### src/rtl/icb_pkg.sv
package icb_pkg;
   typedef struct packed {
      logic [3:0] follow;
      logic       flag_md;
      logic       sat_max;
      logic       buf_en;
      logic       latch_sel;
   } icb_ctrl_t;
endpackage

### src/rtl/icb_ctrl.sv
module icb_ctrl
   import icb_pkg::*;
(
   input  logic       clk,
   input  logic       rst_n,
   input  logic       we,
   input  logic [7:0] wdata,
   output icb_ctrl_t  ctrl_q
);
   always_ff @(posedge clk or negedge rst_n) begin
      if (!rst_n)  ctrl_q <= '0;
      else if (we) ctrl_q <= icb_ctrl_t'(wdata);
   end

   assert_ctrl_write_R2: assert property (@(posedge clk) disable iff (!rst_n)
      we |=> (ctrl_q == icb_ctrl_t'($past(wdata))));
endmodule

### src/rtl/icb_cap.sv
module icb_cap #(
   parameter int TS_W = 16
) (
   input  logic            clk,
   input  logic            rst_n,
   input  logic            ev,
   input  logic [TS_W-1:0] tmr,
   output logic [TS_W-1:0] cap_q
);
   always_ff @(posedge clk or negedge rst_n) begin
      if (!rst_n)  cap_q <= '0;
      else if (ev) cap_q <= tmr;
   end

   assert_cap_load_R3: assert property (@(posedge clk) disable iff (!rst_n)
      ev |=> (cap_q == $past(tmr)));
endmodule

### src/rtl/icb_hold.sv
module icb_hold #(
   parameter int TS_W = 16
) (
   input  logic            clk,
   input  logic            rst_n,
   input  logic            ev,
   input  logic [TS_W-1:0] cap_in,
   input  logic            buf_en,
   input  logic            latch_sel,
   input  logic            latch_stb,
   output logic [TS_W-1:0] hold_q,
   output logic            hold_ld
);
   logic queue_md, latch_md, full_q;

   assign queue_md = buf_en & ~latch_sel;
   assign latch_md = buf_en & latch_sel;
   assign hold_ld  = queue_md & ev & full_q;

   always_ff @(posedge clk or negedge rst_n) begin
      if (!rst_n) begin
         full_q <= 1'b0;
         hold_q <= '0;
      end else begin
         full_q <= queue_md & (full_q | ev);
         if (!buf_en)                    hold_q <= '0;
         else if (hold_ld)               hold_q <= cap_in;
         else if (latch_md && latch_stb) hold_q <= cap_in;
      end
   end

   assert_queue_push_R5: assert property (@(posedge clk) disable iff (!rst_n)
      (queue_md && ev && full_q) |=> (hold_q == $past(cap_in)));
   assert_first_keep_R6: assert property (@(posedge clk) disable iff (!rst_n)
      (queue_md && ev && !full_q) |=> $stable(hold_q));
   assert_latch_copy_R9: assert property (@(posedge clk) disable iff (!rst_n)
      (latch_md && latch_stb) |=> (hold_q == $past(cap_in)));
   assert_hold_off_R10: assert property (@(posedge clk) disable iff (!rst_n)
      !buf_en |=> (hold_q == '0));
endmodule

### src/rtl/icb_flags.sv
module icb_flags #(
   parameter int NUM_CH  = 8,
   parameter int NUM_BUF = 4
) (
   input  logic               clk,
   input  logic               rst_n,
   input  logic [NUM_CH-1:0]  ev,
   input  logic [NUM_BUF-1:0] hold_ld,
   input  logic               hold_policy,
   input  logic [NUM_CH-1:0]  clr,
   output logic [NUM_CH-1:0]  flag_q
);
   logic [NUM_CH-1:0] set;

   for (genvar c = 0; c < NUM_CH; c++) begin : g_set
      if (c < NUM_BUF) begin : g_buf
         assign set[c] = hold_policy ? hold_ld[c] : ev[c];
         assert_policy_R8: assert property (@(posedge clk) disable iff (!rst_n)
            (hold_policy && ev[c] && !hold_ld[c] && !flag_q[c]) |=> !flag_q[c]);
      end else begin : g_plain
         assign set[c] = ev[c];
      end
      assert_set_wins_R11: assert property (@(posedge clk) disable iff (!rst_n)
         set[c] |=> flag_q[c]);
      assert_clear_R11: assert property (@(posedge clk) disable iff (!rst_n)
         (clr[c] && !set[c]) |=> !flag_q[c]);
   end

   always_ff @(posedge clk or negedge rst_n) begin
      if (!rst_n) flag_q <= '0;
      else        flag_q <= (flag_q & ~clr) | set;
   end
endmodule

### src/rtl/icap_buffer_ctrl.sv
module icap_buffer_ctrl
   import icb_pkg::*;
#(
   parameter int TS_W    = 16,
   parameter int NUM_BUF = 4,
   localparam int NUM_CH = 2 * NUM_BUF
) (
   input  logic                    clk,
   input  logic                    rst_n,
   input  logic [TS_W-1:0]         tmr,
   input  logic [NUM_CH-1:0]       edge_stb,
   input  logic                    latch_stb,
   input  logic                    ctrl_we,
   input  logic [7:0]              ctrl_wdata,
   input  logic [NUM_CH-1:0]       flag_clr,
   output logic [7:0]              ctrl_q,
   output logic [NUM_CH*TS_W-1:0]  cap_q,
   output logic [NUM_BUF*TS_W-1:0] hold_q,
   output logic [NUM_CH-1:0]       flag_q
);
   if (NUM_BUF != 4) begin : g_bad_buf
      $error("icap_buffer_ctrl: the control byte supports exactly four buffered channels");
   end
   if (TS_W < 2) begin : g_bad_ts
      $error("icap_buffer_ctrl: timer width too small");
   end

   icb_ctrl_t          ctrl;
   logic [NUM_CH-1:0]  ev;
   logic [NUM_BUF-1:0] hold_ld;
   logic               hold_policy;

   icb_ctrl u_ctrl (
      .clk    (clk),
      .rst_n  (rst_n),
      .we     (ctrl_we),
      .wdata  (ctrl_wdata),
      .ctrl_q (ctrl)
   );

   assign ctrl_q      = ctrl;
   assign hold_policy = ctrl.flag_md & ctrl.buf_en & ~ctrl.latch_sel;

   for (genvar c = 0; c < NUM_CH; c++) begin : g_ch
      if (c < NUM_BUF) begin : g_buffered
         assign ev[c] = edge_stb[c];
         icb_hold #(.TS_W(TS_W)) u_hold (
            .clk       (clk),
            .rst_n     (rst_n),
            .ev        (ev[c]),
            .cap_in    (cap_q[c*TS_W +: TS_W]),
            .buf_en    (ctrl.buf_en),
            .latch_sel (ctrl.latch_sel),
            .latch_stb (latch_stb),
            .hold_q    (hold_q[c*TS_W +: TS_W]),
            .hold_ld   (hold_ld[c])
         );
      end else begin : g_partner
         assign ev[c] = edge_stb[c] | (ctrl.follow[c-NUM_BUF] & edge_stb[c-NUM_BUF]);
         assert_follow_R4: assert property (@(posedge clk) disable iff (!rst_n)
            (ctrl.follow[c-NUM_BUF] && edge_stb[c-NUM_BUF])
               |=> (cap_q[c*TS_W +: TS_W] == $past(tmr)));
      end
      icb_cap #(.TS_W(TS_W)) u_cap (
         .clk   (clk),
         .rst_n (rst_n),
         .ev    (ev[c]),
         .tmr   (tmr),
         .cap_q (cap_q[c*TS_W +: TS_W])
      );
   end

   icb_flags #(.NUM_CH(NUM_CH), .NUM_BUF(NUM_BUF)) u_flags (
      .clk         (clk),
      .rst_n       (rst_n),
      .ev          (ev),
      .hold_ld     (hold_ld),
      .hold_policy (hold_policy),
      .clr         (flag_clr),
      .flag_q      (flag_q)
   );
endmodule

### config.mk
export PLATFORM = sky130hd
export DESIGN_NAME = icap_buffer_ctrl
export DESIGN_NICKNAME = d
export VERILOG_FILES = /design/src/rtl/icb_pkg.sv /design/src/rtl/icb_ctrl.sv /design/src/rtl/icb_cap.sv /design/src/rtl/icb_hold.sv /design/src/rtl/icb_flags.sv /design/src/rtl/icap_buffer_ctrl.sv
export SDC_FILE = /design/constraint.sdc
export NUM_CORES = 1
export LEC_CHECK = 0
export BUFFER_PORTS_ARGS = -buffer_cell sky130_fd_sc_hd__buf_2
export CAP_MARGIN = 10
export CORE_MARGIN = 5
export CORE_UTILIZATION = 46
export CTS_CLUSTER_SIZE = 40
export DETAILED_ROUTE_END_ITERATION = 8
export PLACE_DENSITY = 0.73
export REMOVE_ABC_BUFFERS = 1
export SYNTH_ARGS = -nofsm -noshare
export SYNTH_HDL_FRONTEND = slang
export SYNTH_SLANG_ARGS = --single-unit
### constraint.sdc
create_clock -name clk -period 1.6 [get_ports clk]
set_input_delay 0.08 -clock clk [delete_from_list [all_inputs] [get_ports clk]]
set_output_delay 0.08 -clock clk [all_outputs]
set_load 0.02 [all_outputs]
==> impl_metrics.env <==
export IMPL_vias=5791
export IMPL_wire_per_inst_um=19.3
export IMPL_cts_root_buffer="clkbuf_16"
export IMPL_ir_worst_vdd_uv=836
export IMPL_antenna_found_initial=1
export IMPL_clk_latency_ns=0.49
export IMPL_synth_seq_area_share=0.632
export IMPL_dp_cells=1088
export IMPL_finalNonFillerCells=1176
export IMPL_drt_pass1_iter_count=6
export IMPL_critPathLaunchType="register"
export IMPL_synth_commonest_cells="212 x dfrtp_1, 135 x mux2_1, 72 x inv_1"
export IMPL_synthFlopType="dfrtp_1"
export IMPL_port_buffers=251
export IMPL_grt_pass1_vias=6187
export IMPL_fp_row_count=49
export IMPL_grt_ovfl_total=0
export IMPL_cts_buffer_depth=3
export IMPL_total_leakage_power_uw=0.00578
export IMPL_cts_tree="built"
export IMPL_rsz0062_at_grt="false"
export IMPL_min_path_cells=4
export IMPL_period_share=0.969
export IMPL_synth_top_area_cell="dfrtp_1"
export IMPL_wl_um=22600
export IMPL_crit_arrival_ns=1.93
export IMPL_finalSetupViolations=0
export IMPL_synth_top_area_share=0.632
export IMPL_gp_congestion=0.784
export IMPL_reg2reg_depth=4
export IMPL_finalHoldViolations=0
export IMPL_fmax_mhz=645
export IMPL_synth_edf_count=0
export IMPL_via_per_inst=4.92
export IMPL_critPathCaptureType="register"
export IMPL_drive_above_1_share=0.344
export IMPL_hold_path_class="in -> reg"
export IMPL_synth_area_mm2=0.00840
export IMPL_synth_warnings=0
export IMPL_status="complete, no violations"
export IMPL_drc=0
export IMPL_grt_max_degree=58
export IMPL_required_ns=1.98
export IMPL_grt_pass1_wl_um=36100
export IMPL_slew_violations=0
export IMPL_design_core_area_mm2=0.0180
export IMPL_yosysMostFrequentCell="dfrtp_1"
export IMPL_die_area_mm2=0.0211
export IMPL_fin_crit_ns=1.55
export IMPL_start_util=0.468
export IMPL_ys_ff_latch=212
export IMPL_die_w_um=145
export IMPL_setup_tns_ns=0
export IMPL_ios=252
export IMPL_dp_final_hpwl_um=15900
export IMPL_die_y_um=145
export IMPL_tightest_slew_ns=0.502
export IMPL_drtIter0Drc=180
export IMPL_stdcell_area_mm2=0.0113
export IMPL_cap_violations=0
export IMPL_postSynthAreaPerCell_um2=13.8
export IMPL_power_uw=14600
export IMPL_num_fill_cells=1383
export IMPL_worst_slack_ns=0.0500
export IMPL_async_reset_ff_frac=1.00
export IMPL_critical_path_class="reg -> reg"
export IMPL_synthCells=610
export IMPL_placed_area_mm2=0.0101
export IMPL_cts_sinks=212
export IMPL_cp_max_fo=17
export IMPL_htreeDepth=1
export IMPL_cts_made_buffers=22
export IMPL_grt_usage=0.212
export IMPL_yosys_top_cells_area="dfrtp_1 63%, mux2_1 18%, mux2i_1 7.6%"
export IMPL_ys_types=18
export IMPL_nets=977
export IMPL_syn2layout_area_growth_pct=35.0
export IMPL_clk_pin_slew_ns=0.06
export IMPL_relSlewSlack=0.665
export IMPL_fin_skew_ns=0.00996
export IMPL_place_ws_ns=0.0284
export IMPL_power_density_mw_per_mm2=1290
export IMPL_antenna_left=0
==> sequential cells by signal (all words and copies together) (netlist names) <==
signal / cells
u_ctrl.ctrl_q: 8
g_ch.g_buffered.u_hold.hold_q: 64
g_ch.u_cap.cap_q: 128
g_ch.g_buffered.u_hold.full_q: 4
u_flags.flag_q: 8
==> metal layers <==
metal,vias to the layer above,part of all wire,track usage
li1,2654,-,-
met1,2916,0.41,0.275
met2,182,0.51,0.364
met3,39,0.052,0.0384
met4,0,0.025,0.0634
met5,-,0,0
==> layout make-up <==
class,instances,area [um^2],area share
Antenna cell,2,5.00,0.000442
Clock buffer,33,673,0.0594
Clock inverter,3,40.0,0.00353
Inverter,72,270,0.0238
Multi-Input combinational cell,299,2650,0.234
Sequential cell,212,5310,0.468
Tap cell,229,287,0.0253
Timing Repair Buffer,326,2100,0.186
==> what timing repair did <==
| item | in CTS | in global routing |
|---|---|---|
| hold buffers | 44 | 0 |
| resized for setup | 3 | 1 |
| buffers inserted | 0 | 6 |
| setup endpoints to repair | 1 | 37 |
| endpoints found under the hold margin | 327 | 0 |
| pin swaps | 0 | 4 |
==> final timing paths <==
kind / endpoint / slack [ns] / from
setup / recovery: u_flags.flag_q[7] / 0.05 / u_ctrl.ctrl_q[7]
hold / removal: u_flags.flag_q[4] / 0.03 / edge_stb[4]
setup reg to reg: u_flags.flag_q[7] / 0.05 / u_ctrl.ctrl_q[7]
hold reg to reg: g_ch[5].u_cap.cap_q[1] / 0.49 / g_ch[5].u_cap.cap_q[1]
max in group asynchronous: g_ch[3].g_buffered.u_hold.hold_q[9] / 0.84 / rst_n
min in group asynchronous: g_ch[5].u_cap.cap_q[2] / 0.14 / rst_n
==> power breakdown <==
part           internal, uW  leakage, uW  total (uW)  switching (uW)
clock network          3040     0.000353        5030            1990
logic                  1210      0.00287        3190            1980
registers              6020      0.00255        6420             398
==> worst max-delay path, stage by stage, from the launching register on <==
cell and delay, ns:
dfrtp_1 0.40, a21oi_2 0.20, buf_12 0.19, o21ai_1 0.08, dlygate4sd3_1 0.55
==> kinds of logic (layout without fill, tap and decap cells) <==
family | Yosys count | count (layout) | share of synthesized area
other | 0 | 2 | 0
AO/OA/AOI/OAI | 21 | 21 | 0.0213
buffers and inverters | 99 | 434 | 0.0527
multiplexers | 200 | 200 | 0.259
AND/OR/NAND/NOR | 78 | 78 | 0.0356
flip-flops | 212 | 212 | 0.632
==> per-stage QoR <==
step                       util  hold slack, ns
after floorplan               -          -0.216
after global placement    0.560          0.0962
after detailed placement  0.560          0.0996
after CTS                 0.625         0.00844
after global routing      0.631         0.00989
final                     0.631          0.0273
==> placed cells by master (no fill, tap or decap) <==
master / count
inv_1: 72
diode_2: 2
o21ai_4: 4
buf_12: 13
clkinv_2: 2
nand3b_1: 1
clkbuf_1: 4
o21ai_1: 12
dlygate4sd3_1: 44
a21oi_2: 4
mux2_1: 135
mux2_2: 1
mux2i_1: 64
nand2_1: 68
bufinv_16: 1
dfrtp_2: 1
nand2b_1: 1
buf_2: 250
a21boi_4: 1
buf_4: 17
nor2_1: 8
dfrtp_1: 211
clkbuf_8: 7
buf_6: 1
clkbuf_16: 23
Power figures use the tool's default switching activity.
